==> src/rtl/ob_xlat_pkg.sv <==
package ob_xlat_pkg;
  localparam int REG_AW        = 12;
  localparam int MIB_SHIFT     = 20;
  localparam int SIZE_W        = 3;
  localparam logic [REG_AW-1:0] OFS_CMD  = 12'h004;
  localparam logic [REG_AW-1:0] OFS_SIZE = 12'h030;
  localparam logic [REG_AW-1:0] OFS_WIN  = 12'h200;
  localparam int GLOBAL_EN_BIT = 1;
  localparam int WIN_EN_BIT    = 0;
endpackage

==> src/rtl/ob_xlat_regs.sv <==
module ob_xlat_regs
  import ob_xlat_pkg::*;
#(
  parameter int NUM_WIN = 32
) (
  input  logic                         clk,
  input  logic                         rst_n,
  input  logic                         reg_wr,
  input  logic [REG_AW-1:0]            reg_addr,
  input  logic [31:0]                  reg_wdata,
  output logic [31:0]                  reg_rdata,
  output logic                         xlat_en,
  output logic [SIZE_W-1:0]            size_idx,
  output logic [NUM_WIN-1:0][31:0]     win_lo,
  output logic [NUM_WIN-1:0][31:0]     win_hi
);
  localparam int IDX_W = $clog2(NUM_WIN);

  logic [REG_AW-1:0] win_rel;
  logic              hit_cmd, hit_size, hit_win, sel_hi;
  logic [IDX_W-1:0]  win_num;
  logic              cmd_q, cmd_d;
  logic [SIZE_W-1:0] size_q, size_d;

  // address decode
  always_comb begin
    win_rel  = reg_addr - OFS_WIN;
    hit_cmd  = (reg_addr == OFS_CMD);
    hit_size = (reg_addr == OFS_SIZE);
    hit_win  = (reg_addr >= OFS_WIN) && (reg_addr[1:0] == 2'b00) &&
               ((32'(win_rel) >> 3) < NUM_WIN);
    win_num  = win_rel[IDX_W+2:3];
    sel_hi   = win_rel[2];
  end

  // next state for global registers
  always_comb begin
    cmd_d  = cmd_q;
    size_d = size_q;
    if (reg_wr && hit_cmd)  cmd_d  = reg_wdata[GLOBAL_EN_BIT];
    if (reg_wr && hit_size) size_d = reg_wdata[SIZE_W-1:0];
  end

  always_ff @(posedge clk or negedge rst_n) begin
    if (!rst_n) begin
      cmd_q  <= 1'b0;
      size_q <= '0;
    end else begin
      cmd_q  <= cmd_d;
      size_q <= size_d;
    end
  end

  // per-window base registers
  for (genvar n = 0; n < NUM_WIN; n++) begin : g_win
    logic        lo_ce, hi_ce;
    logic [31:0] lo_q, hi_q;
    assign lo_ce = reg_wr && hit_win && (win_num == IDX_W'(n)) && !sel_hi;
    assign hi_ce = reg_wr && hit_win && (win_num == IDX_W'(n)) &&  sel_hi;
    always_ff @(posedge clk or negedge rst_n) begin
      if (!rst_n) begin
        lo_q <= '0;
        hi_q <= '0;
      end else begin
        if (lo_ce) lo_q <= reg_wdata;
        if (hi_ce) hi_q <= reg_wdata;
      end
    end
    assign win_lo[n] = lo_q;
    assign win_hi[n] = hi_q;
  end

  // read mux
  always_comb begin
    reg_rdata = '0;
    if (hit_cmd)       reg_rdata[GLOBAL_EN_BIT] = cmd_q;
    else if (hit_size) reg_rdata[SIZE_W-1:0]    = size_q;
    else if (hit_win)  reg_rdata = sel_hi ? win_hi[win_num] : win_lo[win_num];
  end

  assign xlat_en  = cmd_q;
  assign size_idx = size_q;

  // size index changes only through a write to its offset
  p_size_hold_r2: assert property (@(posedge clk) disable iff (!rst_n)
    !(reg_wr && hit_size) |=> $stable(size_idx));
  // global enable changes only through a command write
  p_cmd_hold_r6: assert property (@(posedge clk) disable iff (!rst_n)
    !(reg_wr && hit_cmd) |=> $stable(xlat_en));
endmodule

==> src/rtl/ob_xlat_lookup.sv <==
module ob_xlat_lookup
  import ob_xlat_pkg::*;
#(
  parameter int          NUM_WIN       = 32,
  parameter int          ADDR_W        = 32,
  parameter logic [31:0] APERTURE_BASE = 32'h5000_0000
) (
  input  logic                     clk,
  input  logic                     rst_n,
  input  logic                     req_valid,
  input  logic [ADDR_W-1:0]        req_addr,
  input  logic                     xlat_en,
  input  logic [SIZE_W-1:0]        size_idx,
  input  logic [NUM_WIN-1:0][31:0] win_lo,
  input  logic [NUM_WIN-1:0][31:0] win_hi,
  output logic                     rsp_valid,
  output logic [63:0]              rsp_addr,
  output logic                     rsp_err
);
  localparam int IDX_W = $clog2(NUM_WIN);
  localparam logic [ADDR_W:0] BASE_X = (ADDR_W+1)'(APERTURE_BASE);

  logic [ADDR_W:0]   rel;
  logic              below;
  logic [5:0]        shamt;
  logic [ADDR_W-1:0] win_full, off_mask, off;
  logic              in_range, hit;
  logic [IDX_W-1:0]  sel;
  logic [31:0]       lo_sel, hi_sel;
  logic [63:0]       addr_d;
  logic              err_d;

  always_comb begin
    rel      = {1'b0, req_addr} - BASE_X;
    below    = rel[ADDR_W];
    shamt    = 6'(MIB_SHIFT) + 6'(size_idx);
    win_full = rel[ADDR_W-1:0] >> shamt;
    off_mask = (ADDR_W'(1) << shamt) - ADDR_W'(1);
    off      = rel[ADDR_W-1:0] & off_mask;
    in_range = !below && (win_full < ADDR_W'(NUM_WIN));
    sel      = win_full[IDX_W-1:0];
    lo_sel   = win_lo[sel];
    hi_sel   = win_hi[sel];
    hit      = xlat_en && in_range && lo_sel[WIN_EN_BIT];
    addr_d   = hit ? ({hi_sel, lo_sel[31:1], 1'b0} + 64'(off)) : 64'd0;
    err_d    = !hit;
  end

  always_ff @(posedge clk or negedge rst_n) begin
    if (!rst_n) begin
      rsp_valid <= 1'b0;
      rsp_addr  <= '0;
      rsp_err   <= 1'b0;
    end else begin
      rsp_valid <= req_valid;
      if (req_valid) begin
        rsp_addr <= addr_d;
        rsp_err  <= err_d;
      end
    end
  end

  // one response per request, one cycle later
  p_rsp_follow_r8: assert property (@(posedge clk) disable iff (!rst_n)
    req_valid |=> rsp_valid);
  p_no_spurious_r8: assert property (@(posedge clk) disable iff (!rst_n)
    !req_valid |=> !rsp_valid);
  // an error never carries an address
  p_err_no_addr_r5: assert property (@(posedge clk) disable iff (!rst_n)
    (rsp_valid && rsp_err) |-> (rsp_addr == 64'd0));
  // below the aperture is always an error
  p_below_err_r7: assert property (@(posedge clk) disable iff (!rst_n)
    (req_valid && (req_addr < ADDR_W'(APERTURE_BASE))) |=> rsp_err);
endmodule

==> src/rtl/ob_xlat.sv <==
module ob_xlat
  import ob_xlat_pkg::*;
#(
  parameter int          NUM_WIN       = 32,
  parameter int          ADDR_W        = 32,
  parameter logic [31:0] APERTURE_BASE = 32'h5000_0000
) (
  input  logic              clk,
  input  logic              rst_n,
  input  logic              reg_wr,
  input  logic [11:0]       reg_addr,
  input  logic [31:0]       reg_wdata,
  output logic [31:0]       reg_rdata,
  input  logic              req_valid,
  input  logic [ADDR_W-1:0] req_addr,
  output logic              rsp_valid,
  output logic [63:0]       rsp_addr,
  output logic              rsp_err
);
  logic [1:0]               rst_sync;
  logic                     rst_n_i;
  logic                     xlat_en;
  logic [SIZE_W-1:0]        size_idx;
  logic [NUM_WIN-1:0][31:0] win_lo, win_hi;

  // asynchronous assert, synchronous release
  always_ff @(posedge clk or negedge rst_n) begin
    if (!rst_n) rst_sync <= 2'b00;
    else        rst_sync <= {rst_sync[0], 1'b1};
  end
  assign rst_n_i = rst_sync[1];

  ob_xlat_regs #(.NUM_WIN(NUM_WIN)) u_regs (
    .clk(clk), .rst_n(rst_n_i),
    .reg_wr(reg_wr), .reg_addr(reg_addr), .reg_wdata(reg_wdata),
    .reg_rdata(reg_rdata),
    .xlat_en(xlat_en), .size_idx(size_idx),
    .win_lo(win_lo), .win_hi(win_hi)
  );

  ob_xlat_lookup #(
    .NUM_WIN(NUM_WIN), .ADDR_W(ADDR_W), .APERTURE_BASE(APERTURE_BASE)
  ) u_lookup (
    .clk(clk), .rst_n(rst_n_i),
    .req_valid(req_valid), .req_addr(req_addr),
    .xlat_en(xlat_en), .size_idx(size_idx),
    .win_lo(win_lo), .win_hi(win_hi),
    .rsp_valid(rsp_valid), .rsp_addr(rsp_addr), .rsp_err(rsp_err)
  );

  // globally disabled translation yields an error
  p_global_off_r6: assert property (@(posedge clk) disable iff (!rst_n_i)
    (req_valid && !xlat_en) |=> (rsp_valid && rsp_err));
endmodule

==> config.mk <==
export PLATFORM = sky130hd
export DESIGN_NAME = ob_xlat
export DESIGN_NICKNAME = d
export VERILOG_FILES = /design/src/rtl/ob_xlat_pkg.sv /design/src/rtl/ob_xlat_regs.sv /design/src/rtl/ob_xlat_lookup.sv /design/src/rtl/ob_xlat.sv
export SDC_FILE = /design/constraint.sdc
export NUM_CORES = 2
export LEC_CHECK = 0
export BUFFER_PORTS_ARGS = -buffer_cell sky130_fd_sc_hd__buf_4
export CORE_AREA = 5 5 534 536
export CTS_CLUSTER_SIZE = 12
export DETAILED_ROUTE_END_ITERATION = 16
export DIE_AREA = 0 0 539 541
export GPL_TIMING_DRIVEN = 0
export HOLD_SLACK_MARGIN = 0.08
export PLACE_DENSITY = 0.67
export RECOVER_POWER = 25
export SLEW_MARGIN = 20
export SYNTH_ARGS = -nofsm -noshare
export SYNTH_HDL_FRONTEND = slang
export SYNTH_SLANG_ARGS = --single-unit
export TNS_END_PERCENT = 20
==> constraint.sdc <==
create_clock -name clk -period 78 [get_ports clk]
set_clock_uncertainty 0.05 [all_clocks]
set_input_delay 0 -clock clk [delete_from_list [all_inputs] [get_ports clk]]
set_output_delay 0 -clock clk [all_outputs]
set_load 0.02 [all_outputs]
**After elaboration in Yosys (flattened, before gate mapping)**

Cells that the tools add are included.

- Flip-flop bits (word level): 2120
- Output and inout port bits: 98
- Input port bits: 80
- Logic and storage cells: 241

- Add/subtract/negate cells: 5
- Bitwise gates (word level): 1
- Reduce and logical (&&, ||, !) cells: 109
- Muxes and demuxes: 16
- Equal/unequal tests: 33
- $lt $le $gt $ge: 5
- Shift-type cells: 2

Operators with widths:

| cell | number |
|---|---|
| $bmux 32 s5 | 4 |
| $mux 32 | 6 |
| $logic_and 1x1->1 | 104 |
| $eq 5x5->1 const B | 16 |
| $add 64x32->64 | 1 |
| $mux 64 | 1 |
| $eq 5x4->1 const B | 8 |
| $sub 32x31->33 const B | 1 |
| $and 32x32->32 | 1 |
| $lt 32x6->1 const B | 1 |
| $shl 1x6->32 const A | 1 |
| $shr 32x6->32 | 1 |
| $sub 32x2->32 const B | 1 |
| $mux 30 | 1 |
| $mux 29 | 1 |
| $eq 5x3->1 const B | 4 |
| $eq 12x3->1 const B | 1 |
| $eq 12x6->1 const B | 1 |
| $ge 12x10->1 const B | 1 |
| $lt 5x6->1 const B | 2 |
| $sub 12x10->12 const B | 1 |
| $eq 5x2->1 const B | 2 |
| $lt 9x6->1 const B | 1 |
| $add 5x3->6 const A | 1 |
| 6 further kinds | 9 |

**Depth between registers and ports, before layout**

- Word-level depth: 7
- Mapped depth: 35

**By module**

From an unflattened synthesis, not the netlist that was laid out.

- Cell total of the unflattened synthesis: 10345
- Area total of the unflattened synthesis: 118909.0 µm²

Modules (own cells, without submodules):

| module | sequential area each (µm²) | cells each | area an instance (µm²) | times used |
|---|---|---|---|---|
| ob_xlat_regs | 51349.2 | 6009 | 93966.4 | 1 |
| ob_xlat_lookup | 1651.6 | 4333 | 24888.9 | 1 |
| ob_xlat | 50.0 | 3 | 53.8 | 1 |

**Worst setup path before layout**

OpenSTA, ideal clock, no wires.

- Path type: reg2reg
- Start: reg u_regs.size_q[1], in the netlist u_regs.size_idx[1]
- End: reg u_lookup.rsp_addr[37]
- Cell stages (with the launch flop): 35
- Data required time: 77.829 ns
- Arrival time: 6.414 ns
- Clock period less this slack: 6.585 ns
- Setup time: 0.121 ns
- Path buffers: 12
- Path slack: 71.415 ns
- Cells stage by stage: dfrtp_1 > buf_6 > buf_2 > nor2_1 > a22oi_1 > nand3_1 > buf_2 > buf_2 > buf_2 > buf_2 > buf_2 > buf_2 > clkbuf_1 > buf_2 > buf_1 > nand2_1 > a311oi_1 > a311oi_1 > o31ai_1 > ha_1 > inv_1 > fa_1 > nand2b_1 > a21oi_1 > o31a_1 > o211ai_1 > a21oi_1 > nor2_1 > a21oi_1 > and2_1 > clkbuf_1 > and2_1 > nor2b_1 > xnor2_1 > a22o_1

- Longest elaborated chain between the ends: 7
- Elaborated cells between the ends (all ways): 15
- Classes of those cells: add/sub: 3; order compare: 1; shift: 2; mux: 5; bitwise: 1; reduce/logical: 3

RTL lines:

| item | line | RTL |
|---|---|---|
| start, declared | ob_xlat_regs.sv:23 | `logic [SIZE_W-1:0] size_q, size_d;` |
| start signal, assigned | ob_xlat_regs.sv:50 | `size_q <= size_d;` |
| $add 5x3->6 (*) | ob_xlat_lookup.sv:36 | `shamt = 6'(MIB_SHIFT) + 6'(size_idx);` |
| parallel branches: the longest is 5 deep, another holds $add 64x32->64 | - |  |
| $mux 64 (*) | ob_xlat_lookup.sv:45 | `addr_d = hit ? ({hi_sel, lo_sel[31:1], 1'b0} + 64'(off)) : 64'd0;` |
| end signal, assigned | ob_xlat_lookup.sv:57 | `rsp_addr <= addr_d;` |
| end, declared | ob_xlat_lookup.sv:17 | `output logic [63:0] rsp_addr,` |

Every way passes the cells marked *. The select of a mux whose other input is x is not followed.
A chain may end at the register's enable or synchronous reset.

**Worst setup path in the final report**

- Start: reg u_regs.size_q[0], in the netlist u_regs.size_idx[0]
- End: reg u_lookup.rsp_addr[34]

The elaborated chain is that of the path after synthesis.

==> metrics.cfg <==
[timing]
tns_ps = 0
period_needed_ps = 14620
hold-worst-slack_ps = 133.5
slew_headroom_pct = -114.0
period_share_pct = 18.75
tightest_slew_ps = 3210
hold_viol_final = 0
clock.fmax_mhz = 68.38
slew_violations = 1134
finalSetupViolCount = 0
rsz0062_at_grt = no

[global_routing]
grt_max_degree = 60
grt_pass1_vias = 95117
antenna_found_initial = 88
grt_pass1_wl_um = 808100
gr-total-overflow = 0
grt_usage_pct = 40.22

[floorplan]
ios = 178
rows = 195
die-height_um = 541
die_x_um = 539
initial_utilization_pct = 41.66
core_um2 = 280300
die-area_um2 = 291600

[logic_synthesis]
synth.top_cell.area_share_pct = 45.42
synth_common_cells = 2120 x dfrtp_1, 2059 x mux2_2, 1451 x nand2_1, 737 x mux4_2, 678 x clkbuf_1
netlist_top_cells_area = dfrtp_1 45%, mux2_2 20%, mux4_2 14%
synth_area_per_cell_um2 = 12.42
synthesis.area_um2 = 116800
yosysMostFrequentCell = dfrtp_1
synth_edf_count = 0
synth_warnings = 0
syn-instance-count = 9403
ys.flop_type = dfrtp_1
synth_seq_cells = 2120
synthDistinctLibCells = 79
async_reset_ff_share_pct = 100.0
yosysTopAreaCell = dfrtp_1
synth_seq_area_share_pct = 45.42

[clocking]
clk-insertion-delay-late_ps = 990
path_clk_slew_ps = 60
post_cts_resized = 0
clkSinkCount = 2120
clockBufferDepth = 4
numCtsBuffers = 239
root_buffer = clkbuf_16
cts_tree = yes
cts_htree_levels = 4

[drt]
dr.pass1.iters = 9
vias = 98903
wl_per_cell_um = 43.02
drt-initial-drc-count = 16388
drcViolationCount = 0
ant_nets = 0
finalWirelength_um = 603300
detail_route.vias_per_cell = 7.052

[place]
dp_cells = 13391
placed_area_um2 = 125200
dp_hpwl_um = 453600
gp_congestion = 1.097
port_buffers = 139

[finish]
layout.cells.non_filler = 14025
utilization_pct = 47.67
drive_above_1_share_pct = 36.76
fillers = 24810
fin_area_um2 = 133600
syn2layout_area_growth_pct = 14.42
nets = 10109

[critical_path]
cp_data_required_time_ps = 78850
crit_path_start_kind = flip-flop
endpoint_kind = flip-flop
crit_path_max_fanout = 11
crit_type = flip-flop to flip-flop
arrival_ps = 15470
slowest_stage = nand2_1
crit_top_cell = buf_2
cpPeakStageDelay_ps = 940

[run_status]
violations = capacitance limit, slew limit
status = finished, violations left

[job]
cap_violations = 24

[power_and_ir_drop]
power.leakage_nw = 60.06
powerDensity_nw_per_um2 = 19.32
ir_worst_vdd_mv = 0.02044

[hold_path]
hp-class = primary input to flip-flop

-- cell families (layout without fill, tap and decap cells) --
logic type / Yosys count / in the layout / synth area share [%]
buffers and inverters: 999 / 1756 / 3.477
adders and majority gates: 35 / 35 / 0.3814
and+or+nand+nor: 2415 / 2415 / 9.108
AOI/OAI and AO/OA: 662 / 662 / 4.390
DFF: 2120 / 2120 / 45.42
xor gates and xnor gates: 51 / 51 / 0.3824
muxes: 3119 / 3119 / 36.83
other: 2 / 124 / 0.006430
-- placed cells by master, fill, tap and decap left out, types with 19 or more instances in the layout --
master,synthesis,layout
a211oi_1,41,40
a21oi_1,72,72
a22o_1,58,58
a311o_1,31,31
a311oi_1,220,220
a31oi_1,38,38
and2_1,67,67
and3_1,119,119
buf_1,168,92
buf_12,0,21
buf_16,0,33
buf_2,84,147
buf_4,22,99
buf_6,12,26
clkbuf_1,678,668
clkbuf_16,0,240
clkbuf_2,0,168
clkbuf_8,0,54
clkinv_2,0,41
dfrtp_1,2120,2120
diode_2,0,116
dlygate4sd3_1,0,100
ha_1,34,34
inv_1,31,31
mux2_2,2059,2059
mux2i_1,323,322
mux4_2,737,737
nand2_1,1451,1451
nand3_1,543,543
nor2_1,109,77
nor2_2,0,31
nor3_1,27,24
o21ai_0,36,36
o22ai_1,30,29
xnor2_1,32,32
xor2_1,19,19
-- state kept, by name (all words and copies together) (netlist names) --
signal / cells
rst_sync: 2
u_lookup.rsp_addr: 64
u_lookup.rsp_valid: 1
u_regs.g_win.lo_q: 1024
u_regs.g_win.hi_q: 1024
u_regs.size_idx: 3
u_lookup.rsp_err: 1
u_regs.xlat_en: 1
-- report_power, final --
group	total [mW]	internal (mW)	switching, mW
Sequential	1.11	1.11	0.00474
Clock	1.16	0.668	0.497
Combinational	0.307	0.0725	0.234
Total	2.58	1.85	0.736
-- final cells by class --
class                   count  area, um^2  share of cell area [%]
clock buffers             348        6952                   5.202
well taps                3743        4683                   3.505
plain buffers             967        4229                   3.165
flip-flops and latches   2120       53050                   39.70
clock inverters            65       807.0                  0.6039
repair buffers            344        3521                   2.635
multi-input cells        6290       59980                   44.88
diodes                    116       290.3                  0.2172
inverters                  32       120.1                 0.08988
-- worst paths after layout --
path	from	to	slack [ps]	depth (start not counted)
min in group asynchronous	rst_sync[1]	u_regs.g_win[16].lo_q[8]	250	0
min	req_addr[3]	u_lookup.rsp_addr[3]	130	5
max	u_regs.size_idx[0]	u_lookup.rsp_addr[34]	63380	33
max in group asynchronous	rst_sync[1]	u_regs.g_win[14].hi_q[18]	67420	8
min reg2reg	rst_sync[1]	u_regs.g_win[16].lo_q[8]	250	0
max reg2reg	u_regs.size_idx[0]	u_lookup.rsp_addr[34]	63380	33
-- stage by stage --
step	worst slack (ps)	power [mW]
finish	63380	2.581
global route	63840	2.612
CTS	64750	2.553
detailed placement	64770	1.411
global placement	-9715	1.399
floorplan	14480	1.263
-- timing repair --
action | CTS | global route
hold buffers | 100 | 0
endpoints found under the hold margin | 275 | 0
buffers inserted | 0 | 0
setup endpoints to repair | 0 | 0
-- worst max-delay path: cells and delay by family (launching register included) --
kind                       cells  cell delay (ps)
buffers and inverters         13             7410
and+or+nand+nor                9             2770
xor gates and xnor gates       1              530
DFF                            1              320
AOI/OAI and AO/OA              9             3010
adders and majority gates      1              320
-- layer usage --
metal	global-route usage [%]	part of all wire (%)	routed length, um
met4	36.15	11	69320
met3	19.35	15	92330
met5	0.6247	0.068	413
met1	47.62	34	204900
met2	53.47	39	236400
Note: power is estimated with default switching activity, not from simulation.
